--- config.mk ---
export PLATFORM = sky130hd
export DESIGN_NAME = dem_mode_ctrl
export DESIGN_NICKNAME = d
export VERILOG_FILES = /design/src/rtl/dem_pkg.sv /design/src/rtl/dem_run_track.sv /design/src/rtl/dem_mode_reg.sv /design/src/rtl/dem_audio_wdog.sv /design/src/rtl/dem_mode_ctrl.sv
export SDC_FILE = /design/constraint.sdc
export NUM_CORES = 1
export LEC_CHECK = 0
export BUFFER_PORTS_ARGS = -buffer_cell sky130_fd_sc_hd__buf_2
export CAP_MARGIN = 40
export CORE_UTILIZATION = 51
export CTS_BUF_LIST = sky130_fd_sc_hd__clkbuf_4
export CTS_CLUSTER_SIZE = 25
export DETAILED_ROUTE_END_ITERATION = 6
export PLACE_DENSITY = 0.7
export SLEW_MARGIN = 20
export SYNTH_ARGS = -nofsm -noshare
export SYNTH_HDL_FRONTEND = slang
export SYNTH_SLANG_ARGS = --single-unit
--- constraint.sdc ---
create_clock -name clk -period 1.55 [get_ports clk]
set_input_delay 0.0775 -clock clk [delete_from_list [all_inputs] [get_ports clk]]
set_output_delay 0.0775 -clock clk [all_outputs]
set_load 0.01 [all_outputs]
--- src/rtl/dem_pkg.sv ---
package dem_pkg;

  typedef enum logic {
    MODE_CCM = 1'b0,
    MODE_DEM = 1'b1
  } cond_mode_e;

  // clock cycles in the audio watchdog window
  function automatic int unsigned gap_cycles(input int unsigned clk_mhz,
                                             input int unsigned gap_us);
    return clk_mhz * gap_us;
  endfunction

endpackage

--- src/rtl/dem_run_track.sv ---
module dem_run_track #(
  parameter int unsigned RUN_LEN = 8,
  parameter int unsigned CW      = 4
) (
  input  logic clk,
  input  logic rst,
  input  logic clr_i,
  input  logic smp_vld_i,
  input  logic smp_pos_i,
  output logic armed_o
);

  localparam logic [CW-1:0] FULL = CW'(RUN_LEN);

  logic [CW-1:0] run_q;

  always_ff @(posedge clk) begin
    if (rst || clr_i) begin
      run_q <= '0;
    end else if (smp_vld_i) begin
      if (!smp_pos_i)        run_q <= '0;
      else if (run_q != FULL) run_q <= run_q + 1'b1;
    end
  end

  assign armed_o = (run_q == FULL);

  a_r9_run_bounded: assert property (@(posedge clk) disable iff (rst)
    run_q <= FULL);
  a_r5_no_sample_hold: assert property (@(posedge clk) disable iff (rst)
    (!smp_vld_i && !clr_i) |=> $stable(run_q));
  a_r4_neg_empties: assert property (@(posedge clk) disable iff (rst)
    (smp_vld_i && !smp_pos_i) |=> (run_q == '0));

endmodule

--- src/rtl/dem_mode_reg.sv ---
module dem_mode_reg
  import dem_pkg::*;
(
  input  logic       clk,
  input  logic       rst,
  input  logic       force_ccm_i,
  input  logic       pwm_i,
  input  logic       armed_i,
  input  logic       sw_pos_i,
  output cond_mode_e mode_o,
  output logic       ls_en_o
);

  cond_mode_e mode_q;
  logic       ls_en_q;

  always_ff @(posedge clk) begin
    if (rst) begin
      mode_q <= MODE_CCM;
    end else if (force_ccm_i) begin
      mode_q <= MODE_CCM;
    end else if (pwm_i) begin
      mode_q <= armed_i ? MODE_DEM : MODE_CCM;
    end
  end

  // blank the low side while reverse current is seen in emulation mode
  always_ff @(posedge clk) begin
    if (rst) ls_en_q <= 1'b1;
    else     ls_en_q <= force_ccm_i || !((mode_q == MODE_DEM) && sw_pos_i);
  end

  assign mode_o  = mode_q;
  assign ls_en_o = ls_en_q;

  a_r6_mode_moves_on_strobe: assert property (@(posedge clk) disable iff (rst)
    (!pwm_i && !force_ccm_i) |=> $stable(mode_q));
  a_r2_force_exit: assert property (@(posedge clk) disable iff (rst)
    force_ccm_i |=> (mode_q == MODE_CCM && ls_en_q));
  a_r3_entry_needs_run: assert property (@(posedge clk) disable iff (rst)
    (pwm_i && !armed_i) |=> (mode_q == MODE_CCM));

endmodule

--- src/rtl/dem_audio_wdog.sv ---
module dem_audio_wdog #(
  parameter int unsigned LIMIT = 4000,
  parameter int unsigned GW    = 12
) (
  input  logic clk,
  input  logic rst,
  input  logic dem_i,
  input  logic pwm_i,
  output logic req_o
);

  localparam logic [GW-1:0] GAP_MAX = GW'(LIMIT);

  logic [GW-1:0] gap_q;
  logic          req_q;

  always_ff @(posedge clk) begin
    if (rst || !dem_i || pwm_i) begin
      gap_q <= '0;
      req_q <= 1'b0;
    end else if (gap_q == GAP_MAX) begin
      gap_q <= '0;
      req_q <= 1'b1;
    end else begin
      gap_q <= gap_q + 1'b1;
      req_q <= 1'b0;
    end
  end

  assign req_o = req_q;

  a_r8_single_cycle: assert property (@(posedge clk) disable iff (rst)
    req_q |=> !req_q);
  a_r8_quiet_outside_dem: assert property (@(posedge clk) disable iff (rst)
    !dem_i |=> !req_q);
  a_r8_gap_bounded: assert property (@(posedge clk) disable iff (rst)
    gap_q <= GAP_MAX);

endmodule

--- src/rtl/dem_mode_ctrl.sv ---
module dem_mode_ctrl
  import dem_pkg::*;
#(
  parameter int unsigned RUN_LEN = 8,
  parameter int unsigned CLK_MHZ = 100,
  parameter int unsigned WD_US   = 40,
  parameter bit          WDOG_EN = 1'b1
) (
  input  logic clk,
  input  logic rst,
  input  logic force_ccm_i,
  input  logic pwm_pulse_i,
  input  logic ls_sample_vld_i,
  input  logic sw_pos_i,
  output logic dem_active_o,
  output logic ls_enable_o,
  output logic force_pulse_o
);

  localparam int unsigned RUN_W    = $clog2(RUN_LEN + 1);
  localparam int unsigned WD_LIMIT = gap_cycles(CLK_MHZ, WD_US);
  localparam int unsigned GAP_W    = $clog2(WD_LIMIT + 1);

  logic       armed;
  cond_mode_e mode;

  dem_run_track #(.RUN_LEN(RUN_LEN), .CW(RUN_W)) u_run (
    .clk       (clk),
    .rst       (rst),
    .clr_i     (force_ccm_i),
    .smp_vld_i (ls_sample_vld_i),
    .smp_pos_i (sw_pos_i),
    .armed_o   (armed)
  );

  dem_mode_reg u_mode (
    .clk         (clk),
    .rst         (rst),
    .force_ccm_i (force_ccm_i),
    .pwm_i       (pwm_pulse_i),
    .armed_i     (armed),
    .sw_pos_i    (sw_pos_i),
    .mode_o      (mode),
    .ls_en_o     (ls_enable_o)
  );

  assign dem_active_o = (mode == MODE_DEM);

  generate
    if (WDOG_EN) begin : g_wdog
      dem_audio_wdog #(.LIMIT(WD_LIMIT), .GW(GAP_W)) u_wdog (
        .clk   (clk),
        .rst   (rst),
        .dem_i (dem_active_o),
        .pwm_i (pwm_pulse_i),
        .req_o (force_pulse_o)
      );
    end else begin : g_no_wdog
      assign force_pulse_o = 1'b0;
    end
  endgenerate

  a_r7_reverse_blank: assert property (@(posedge clk) disable iff (rst)
    (dem_active_o && sw_pos_i && !force_ccm_i) |=> !ls_enable_o);
  a_r7_ccm_drives: assert property (@(posedge clk) disable iff (rst)
    !dem_active_o |=> ls_enable_o);

endmodule

==> results of run 1 <==
[where the power goes]
part	switching, mW	internal [mW]	leakage, nW
combinational	0.0126	0.0123	0.175
clock	0.170	0.0985	0.0139
sequential	0.000902	0.489	0.155
total	0.183	0.600	0.343
[layer usage]
metal  vias to the layer above  global-route usage, %  part of all wire [%]
li1                        399                      -                     -
met3                         4                  8.571                   2.4
met1                       378                  25.31                    45
met5                         -                      0                     0
met2                         6                  35.59                    51
met4                         0                  9.091                   1.5
[how the worst max path moves through the flow]
stage | from | end | depth (start not counted)
after floorplan | g_wdog.u_wdog.gap_q[0] | g_wdog.u_wdog.gap_q[10] | 4
after global placement | g_wdog.u_wdog.gap_q[3] | g_wdog.u_wdog.gap_q[11] | 3
after detailed placement | g_wdog.u_wdog.gap_q[3] | g_wdog.u_wdog.gap_q[9] | 3
after CTS | g_wdog.u_wdog.gap_q[3] | g_wdog.u_wdog.gap_q[11] | 3
after global routing | g_wdog.u_wdog.gap_q[0] | g_wdog.u_wdog.gap_q[10] | 4
final | g_wdog.u_wdog.gap_q[0] | g_wdog.u_wdog.gap_q[10] | 4
[sequential cells by signal, indices dropped and copies added, names as in the netlist]
name,cells
g_wdog.u_wdog.gap_q,12
u_run.run_q,4
g_wdog.u_wdog.req_o,1
u_mode.ls_en_o,1
u_mode.mode_o,1
[logic make-up after synthesis]
logic type	count (synthesis)	synth area share, %
adders and majority gates	4	5.420
buffers and inverters	7	3.252
and+or+nand+nor	42	30.35
AOI/OAI and AO/OA	23	16.94
xor gates and xnor gates	3	2.846
DFF	19	41.19
[per-stage QoR]
step	instances	setup WS, ps	hold WS [ps]
finish	138	109.2	22.28
global route	138	12.13	16.42
CTS	138	59.32	6.974
detailed placement	132	94.05	292.0
global placement	132	128.6	285.6
floorplan	98	172.0	162.7
[cell type report]
type                    instances  area (sq um)
clock buffers                   3         22.52
clock inverters                 1         7.507
fillers                       155         643.1
inverters                       5         18.77
multi-input cells              72         518.0
flip-flops and latches         19         384.1
well taps                      25         31.28
repair buffers                 13         82.58
[placed cells by master (no fill, tap or decap), types with 5 or more instances in the layout]
| cell | n |
|---|---|
| inv_1 | 5 |
| dfxtp_1 | 16 |
| buf_2 | 8 |
| o21ai_0 | 8 |
[critical path: cells and delay by family (launching register included)]
family | cells | cell delay, ps
DFF | 1 | 420
and+or+nand+nor | 2 | 550
adders and majority gates | 1 | 190
AOI/OAI and AO/OA | 1 | 210
[what timing repair did]
action                                 4_1_cts  5_1_grt
resized for setup                            0        4
hold buffers                                 2        0
setup endpoints to repair                    0        4
endpoints found under the hold margin        1        0
==> results_dict.tcl, run 1 <==
set metrics [dict create \
    fin_skew_ps 3.434 \
    cts_tree "yes" \
    power_mw 0.7831 \
    min_period_over_period_pct 92.96 \
    worstPathRequired_ps 1790 \
    die_w_um 44.55 \
    path_clk_slew_ps 110 \
    hold_end "u_mode.ls_en_o" \
    crit_fanout 4 \
    synth-async-reset-ratio_pct 0 \
    grt_setup_unrepaired "no" \
    finalNetCount 124 \
    io_buffers 8 \
    vias_per_cell 5.703 \
    area_growth_pct 15.31 \
    powerDensity_nw_per_um2 735.4 \
    drtIter0Drc 12 \
    min_path_type "input port to flop" \
    syn-num-nets 108 \
    worstMarginPinSlew_ps 288.5 \
    num_vias 787 \
    synth_edf_count 0 \
    ys.flop_type "dfxtp_1" \
    cp_cell_sequence "ha_1 -> nand3_1 -> or4_1 -> a211oi_2" \
    synth_most_common_cell "dfxtp_1" \
    num_io_pins 9 \
    drc_errors 0 \
    fin_tns_setup_ps 0 \
    hold_depth 2 \
    die_h_um 44.55 \
    slew_viol_final 0 \
    synth-seq-cells 19 \
    yosys.area.top_type "dfxtp_1" \
    wl_per_cell_um 12.49 \
    postPlaceCellArea_sq_um 1006 \
    diodes 0 \
    place.gp.congestion 0.7331 \
    fmax_ghz 0.6941 \
    cts_sinks 19 \
    cts_root_buffer "clkbuf_4" \
    hpwl_mm 1.172 \
    status "finished, final reports clean" \
    setup_viol 0 \
    cts-buffers-inserted 3 \
    grt_max_degree 14 \
    grtUsageTotal_pct 21.79 \
    synth_area_sq_um 923.4 \
    synth_cells 98 \
    cts_setup_buffers 0 \
    cp.arrival_ps 1680 \
    start_util_pct 54.07 \
    synth_common_cells "19 x dfxtp_1, 8 x o21ai_0, 5 x inv_1, 5 x nand3_1" \
    htree_levels 1 \
    peakVddDrop_v 0.0004344 \
    drive_gt1_share_pct 23.89 \
    dr.pass1.iters 6 \
    antenna_found_initial 0 \
    cpPeakStageDelay_ps 430 \
    fin_util_pct 62.34 \
    hold_violations 0 \
    syn_area_per_cell_sq_um 9.422 \
    reg2reg_from "g_wdog.u_wdog.gap_q[0]" \
    grt_pass1_wl_mm 3.070 \
    synth_cell_types 32 \
    yosys_warnings 0 \
    grt_overflow_total 0 \
    drv_cap 0 \
    grt_pass1_vias 722 \
    die_area_sq_um 1985 \
    timing.slew.headroom_pct 80.77 \
    synth_seq_area_share_pct 41.19 \
    slowest_stage "or4_1" \
    p_leak_nw 0.3432 \
    final_cell_area_sq_um 1065 \
    clk_latency_ps 310 \
    worst-r2r-cell-count 4 \
    regToRegSetupSlack_ps 110 \
    period_minus_slack_ps 1441 \
    crit_type "flop to flop" \
    ys_top_cells_by_area "dfxtp_1 41%, ha_1 5.4%, o21ai_0 4.3%, a211oi_2 4.1%, a211oi_1 3.3%" \
    rows 15 \
    synth_top_area_share_pct 41.19 \
    clock_path_buffers 2 \
    cp-start-kind "flop" \
    final_antenna_net_count 0 \
    r2r_end "g_wdog.u_wdog.gap_q[10]" \
    min_from "sw_pos_i" \
    endpoint_kind "flop" \
    drt-total-wl_mm 1.724 \
    core_sq_um 1708 \
]
Note: power is estimated with default switching activity, not from simulation.
==> run 2, diff against run 1 <==
--- a/config.mk
+++ b/config.mk
@@ -12,6 +12,7 @@
 export CTS_CLUSTER_SIZE = 25
 export DETAILED_ROUTE_END_ITERATION = 6
 export PLACE_DENSITY = 0.7
+export RECOVER_POWER = 50
 export SLEW_MARGIN = 20
 export SYNTH_ARGS = -nofsm -noshare
 export SYNTH_HDL_FRONTEND = slang
==> run 2 against run 1 <==
Clock-buffer cell count unchanged. Sequential cell count did not move. Clock skew up 0.90 ps. Sequential share of layout area up 0.21 points. Critical path depth is the same. Worst hold slack hardly changed.
==> results_dict.tcl, run 2 (synthesis results as in run 1) <==
set metrics [dict create \
    cp.arrival_ps 1720 \
    rows 15 \
    cts_setup_buffers 0 \
    reg2reg_from "g_wdog.u_wdog.gap_q[3]" \
    peakVddDrop_v 0.0004348 \
    cts_root_buffer "clkbuf_4" \
    timing.slew.headroom_pct 80.87 \
    slew_viol_final 0 \
    fin_ws_ps 84.60 \
    drtIter0Drc 13 \
    clock_path_buffers 2 \
    p_leak_nw 0.3335 \
    fin_skew_ps 4.330 \
    grt_max_degree 14 \
    hold_end "u_mode.ls_en_o" \
    min_period_over_period_pct 94.54 \
    cp-start-kind "flop" \
    final_antenna_net_count 0 \
    fmax_ghz 0.6824 \
    core_sq_um 1708 \
    vias_per_cell 5.732 \
    period_minus_slack_ps 1465 \
    drc_errors 0 \
    largest_reg_flops 12 \
    endpoint_kind "flop" \
    num_io_pins 9 \
    die_w_um 44.55 \
    worst-r2r-cell-count 4 \
    worstPathRequired_ps 1800 \
    powerDensity_nw_per_um2 740.4 \
    min_path_type "input port to flop" \
    hold_depth 2 \
    finalNetCount 124 \
    power_mw 0.7837 \
    dp_slack_ps 94.05 \
    die_h_um 44.55 \
    cts-buffers-inserted 3 \
    status "finished, final reports clean" \
    diodes 0 \
    grt_pass1_wl_mm 3.070 \
    place.gp.congestion 0.7331 \
    cts_tree "yes" \
    drive_gt1_share_pct 21.24 \
    htree_levels 1 \
    worstMarginPinSlew_ps 287.0 \
    grtUsageTotal_pct 21.79 \
    antenna_found_initial 0 \
    layout_commonest_cell "dfxtp_1" \
    crit_fanout 12 \
    final_cell_mix "16 x dfxtp_1, 8 x o21ai_0, 6 x buf_2, 5 x inv_1" \
    min_from "sw_pos_i" \
    r2r_end "g_wdog.u_wdog.req_o" \
    regMostFlops "g_wdog.u_wdog.gap_q" \
    cts_sinks 19 \
    start_util_pct 54.07 \
    postPlaceCellArea_sq_um 1006 \
    io_buffers 8 \
    grt_overflow_total 0 \
    drt-total-wl_mm 1.730 \
    clk_latency_ps 310 \
    num_vias 791 \
    setup_viol 0 \
    reg_top3 "g_wdog.u_wdog.gap_q (12), u_run.run_q (4)" \
    final_cell_area_sq_um 1059 \
    grt_pass1_vias 722 \
    crit_type "flop to flop" \
    regToRegSetupSlack_ps 80 \
    area_growth_pct 14.63 \
    fillers 158 \
    wl_per_cell_um 12.54 \
    drv_cap 0 \
    die_area_sq_um 1985 \
    path_clk_slew_ps 120 \
    hold_violations 0 \
    hpwl_mm 1.172 \
    dr.pass1.iters 4 \
]
run 2: cell types whose count changed in the layout (fill, tap and decap cells not counted):
cell | previous run | this run
buf_2 | 8 | 6
buf_4 | 3 | 2
clkbuf_1 | 0 | 3
run 2: area by class of cell:
cell class / instances / area (sq um) / area share [%]
Tap cell: 25 / 31.28 / 2.955
Clock buffer: 3 / 22.52 / 2.128
Clock inverter: 1 / 7.507 / 0.7092
Sequential cell: 19 / 384.1 / 36.29
Timing Repair Buffer: 13 / 76.32 / 7.210
Inverter: 5 / 18.77 / 1.773
Multi-Input combinational cell: 72 / 518.0 / 48.94
run 2: report_power, final:
part	switching (mW)	total (mW)	leakage, nW	internal, mW
combinational	0.0126	0.0249	0.165	0.0123
clock	0.171	0.269	0.0139	0.0985
sequential	0.000902	0.490	0.155	0.489
total	0.184	0.784	0.333	0.600
run 2: how the worst max path moves through the flow:
stage                     depth (start not counted)              startpoint  slack, ps                      end
after detailed placement                          3  g_wdog.u_wdog.gap_q[3]         90   g_wdog.u_wdog.gap_q[9]
after global placement                            3  g_wdog.u_wdog.gap_q[3]        130  g_wdog.u_wdog.gap_q[11]
after floorplan                                   4  g_wdog.u_wdog.gap_q[0]        170  g_wdog.u_wdog.gap_q[10]
after global routing                              4  g_wdog.u_wdog.gap_q[5]         -7      g_wdog.u_wdog.req_o
final                                             4  g_wdog.u_wdog.gap_q[3]         80      g_wdog.u_wdog.req_o
after CTS                                         3  g_wdog.u_wdog.gap_q[3]         60  g_wdog.u_wdog.gap_q[11]
run 2: routing by layer:
metal  global-route usage, %  share of wire [%]  up-vias
met5                       0                  0        -
met4                   9.091                1.4        0
met3                   8.571                2.4        4
met2                   35.59                 51        6
met1                   25.31                 45      382
li1                        -                  -      399
run 2: per-stage QoR:
stage | utilization (%) | hold slack [ps] | instances | TNS, ps
floorplan | - | 162.7 | 98 | 0
global placement | 58.90 | 285.6 | 132 | 0
detailed placement | 58.90 | 292.0 | 132 | 0
CTS | 61.83 | 6.974 | 138 | 0
global route | 61.98 | 16.42 | 138 | -6.729
finish | 61.98 | 21.95 | 138 | 0
run 2: what timing repair did:
| item | in CTS | in global routing |
|---|---|---|
| hold buffers | 2 | 0 |
| endpoints found under the hold margin | 1 | 0 |
| gates resized for setup | 0 | 4 |
| setup endpoints to repair | 0 | 4 |
run 2: critical path, cell delays in order, from the launching register on:
cell and delay [ps]:
dfxtp_2 380, or3b_2 490, nor3_2 100, buf_2 280, nor2b_1 150
==> run 3, diff against run 2 <==
--- a/config.mk
+++ b/config.mk
@@ -7,11 +7,13 @@
 export LEC_CHECK = 0
 export BUFFER_PORTS_ARGS = -buffer_cell sky130_fd_sc_hd__buf_2
 export CAP_MARGIN = 40
-export CORE_UTILIZATION = 51
+export CELL_PAD_IN_SITES_DETAIL_PLACEMENT = 0
+export CELL_PAD_IN_SITES_GLOBAL_PLACEMENT = 1
+export CORE_UTILIZATION = 46
 export CTS_BUF_LIST = sky130_fd_sc_hd__clkbuf_4
 export CTS_CLUSTER_SIZE = 25
 export DETAILED_ROUTE_END_ITERATION = 6
-export PLACE_DENSITY = 0.7
+export PLACE_DENSITY_LB_ADDON = 0.1
 export RECOVER_POWER = 50
 export SLEW_MARGIN = 20
 export SYNTH_ARGS = -nofsm -noshare
==> run 3 against run 2 <==
Power fell by 2.7%. First-iteration DRC count rose by 38%. Sequential power barely moved. Wire length fell by 2.9%. Combinational power rose by 2%. Sequential cell count did not move. Highest routed layer unchanged. Via count fell by 1.3%.
==> results_dict.tcl, run 3 (synthesis results as in run 1) <==
set metrics [dict create \
    status "finished, final reports clean" \
    worstMarginPinSlew_ps 291.1 \
    fillers 181 \
    clk_latency_ps 290 \
    cpPeakStageDelay_ps 510 \
    drt-total-wl_mm 1.680 \
    min_from "sw_pos_i" \
    peakVddDrop_v 0.0006304 \
    cp-startpoint "g_wdog.u_wdog.gap_q[4]" \
    largest_reg_flops 12 \
    regMostFlops "g_wdog.u_wdog.gap_q" \
    layout_commonest_cell "dfxtp_1" \
    drv_cap 0 \
    path_buf_inv 0 \
    core_sq_um 1802 \
    regToRegSetupSlack_ps 110 \
    rows 15 \
    drc_errors 0 \
    dr.pass1.iters 4 \
    die_h_um 46.81 \
    hpwl_mm 1.226 \
    diodes 0 \
    grtUsageTotal_pct 18.47 \
    grt_max_degree 14 \
    die_w_um 46.81 \
    fin_ws_ps 106.0 \
    critPathTopFamily "simple AND/OR/NAND/NOR gates" \
    final_cell_mix "17 x dfxtp_1, 8 x o21ai_0, 5 x inv_1, 5 x nand3_1, 5 x buf_2" \
    num_io_pins 9 \
    crit_type "flop to flop" \
    finalNetCount 125 \
    drive_gt1_share_pct 19.30 \
    reg_top3 "g_wdog.u_wdog.gap_q (12), u_run.run_q (4)" \
    antenna_found_initial 0 \
    power_mw 0.7628 \
    cts_sinks 19 \
    slowest_stage "or4_1" \
    fin_cells 139 \
    regArea_sq_um 382.9 \
    start_util_pct 51.25 \
    wl_per_cell_um 12.09 \
    p_seq_share_pct 64.2 \
    cp_cell_sequence "nand4_4 -> or4_1 -> a211oi_2" \
    endpoint_kind "flop" \
    cts_setup_buffers 0 \
    multi_input_area_sq_um 513.0 \
    clkPwrFrac_pct 32.4 \
    place.gp.congestion 0.7905 \
    final_antenna_net_count 0 \
    cp-start-kind "flop" \
    dp_slack_ps 86.32 \
    min_path_type "input port to flop" \
    switchingPower_mw 0.1657 \
    slew_viol_final 0 \
    reg2reg_from "g_wdog.u_wdog.gap_q[4]" \
    drtIter0Drc 18 \
    dpl.cell_count 133 \
    fin_skew_ps 4.573 \
    powerDensity_nw_per_um2 722.3 \
    setup_viol 0 \
    crit_fanout 10 \
    grt_pass1_vias 652 \
    grt_pass1_wl_mm 2.753 \
    num_vias 781 \
    p_int_mw 0.5971 \
    p_leak_nw 0.3364 \
    die_area_sq_um 2191 \
    clock_path_buffers 2 \
    cts-buffers-inserted 3 \
    switching_share_pct 21.72 \
    cp.arrival_ps 1670 \
    worstPathRequired_ps 1770 \
    path_clk_slew_ps 100 \
    timing.slew.headroom_pct 80.59 \
    period_minus_slack_ps 1444 \
    hold_violations 0 \
    grt_setup_unrepaired "no" \
    vias_per_cell 5.619 \
    cts_root_buffer "clkbuf_4" \
    fin_tns_setup_ps 0 \
    htree_levels 1 \
    cts_tree "yes" \
    fmax_ghz 0.6925 \
    grt_overflow_total 0 \
    area_growth_pct 14.36 \
    pwr-share-comb_pct 3.3 \
    min_period_over_period_pct 93.16 \
    io_buffers 8 \
]
-- run 3: worst reg2reg max path, stage by stage, from the launching register on --
cell	delay, ps
dfxtp_1	460
nand4_4	190
or4_1	510
a211oi_2	220
-- run 3: cell type report --
cell class	instances	share of cell area, %
Sequential cell	19	36.26
Inverter	5	1.777
Timing Repair Buffer	14	7.820
Clock inverter	1	0.4739
Multi-Input combinational cell	72	48.58
Tap cell	25	2.962
Clock buffer	3	2.133
-- run 3: worst paths after layout --
check,cells past startpoint,to
min,2,u_mode.ls_en_o
max reg2reg,3,g_wdog.u_wdog.gap_q[11]
max,3,g_wdog.u_wdog.gap_q[11]
min reg2reg,1,u_mode.ls_en_o
-- run 3: power by group through the flow --
stage	combinational [mW]	sequential, mW	clock (mW)
3_3_place_gp	0.0208	0.501	0
3_5_place_dp	0.0212	0.501	0
2_1_floorplan	0.00852	0.501	0
6_report	0.0255	0.490	0.247
5_1_grt	0.0283	0.490	0.284
4_1_cts	0.0250	0.490	0.260
-- run 3: metal layers --
layer / part of all wire, % / wire length, um / vias up / GRT usage (%)
li1: - / - / 402 / -
met1: 50 / 836 / 357 / 25.42
met2: 46 / 767 / 18 / 26.39
met3: 2.5 / 42 / 4 / 3.462
met4: 2.0 / 34 / 0 / 12.00
met5: 0 / 0 / - / 0
-- run 3: per-stage QoR --
stage | utilization [%] | hold WS [ps] | area, sq um
2_1_floorplan | - | 162.7 | 923.4
3_3_place_gp | 56.25 | 294.5 | 1013
3_5_place_dp | 56.25 | 293.4 | 1013
4_1_cts | 58.89 | 27.21 | 1061
5_1_grt | 58.61 | 28.60 | 1056
6_report | 58.61 | 42.07 | 1056
-- run 3: timing repair --
action                                  in CTS  in global routing
hold endpoints to repair                     1                  0
hold buffers                                 2                  0
gates resized for setup                      0                  2
endpoints found under the setup margin       0                  2
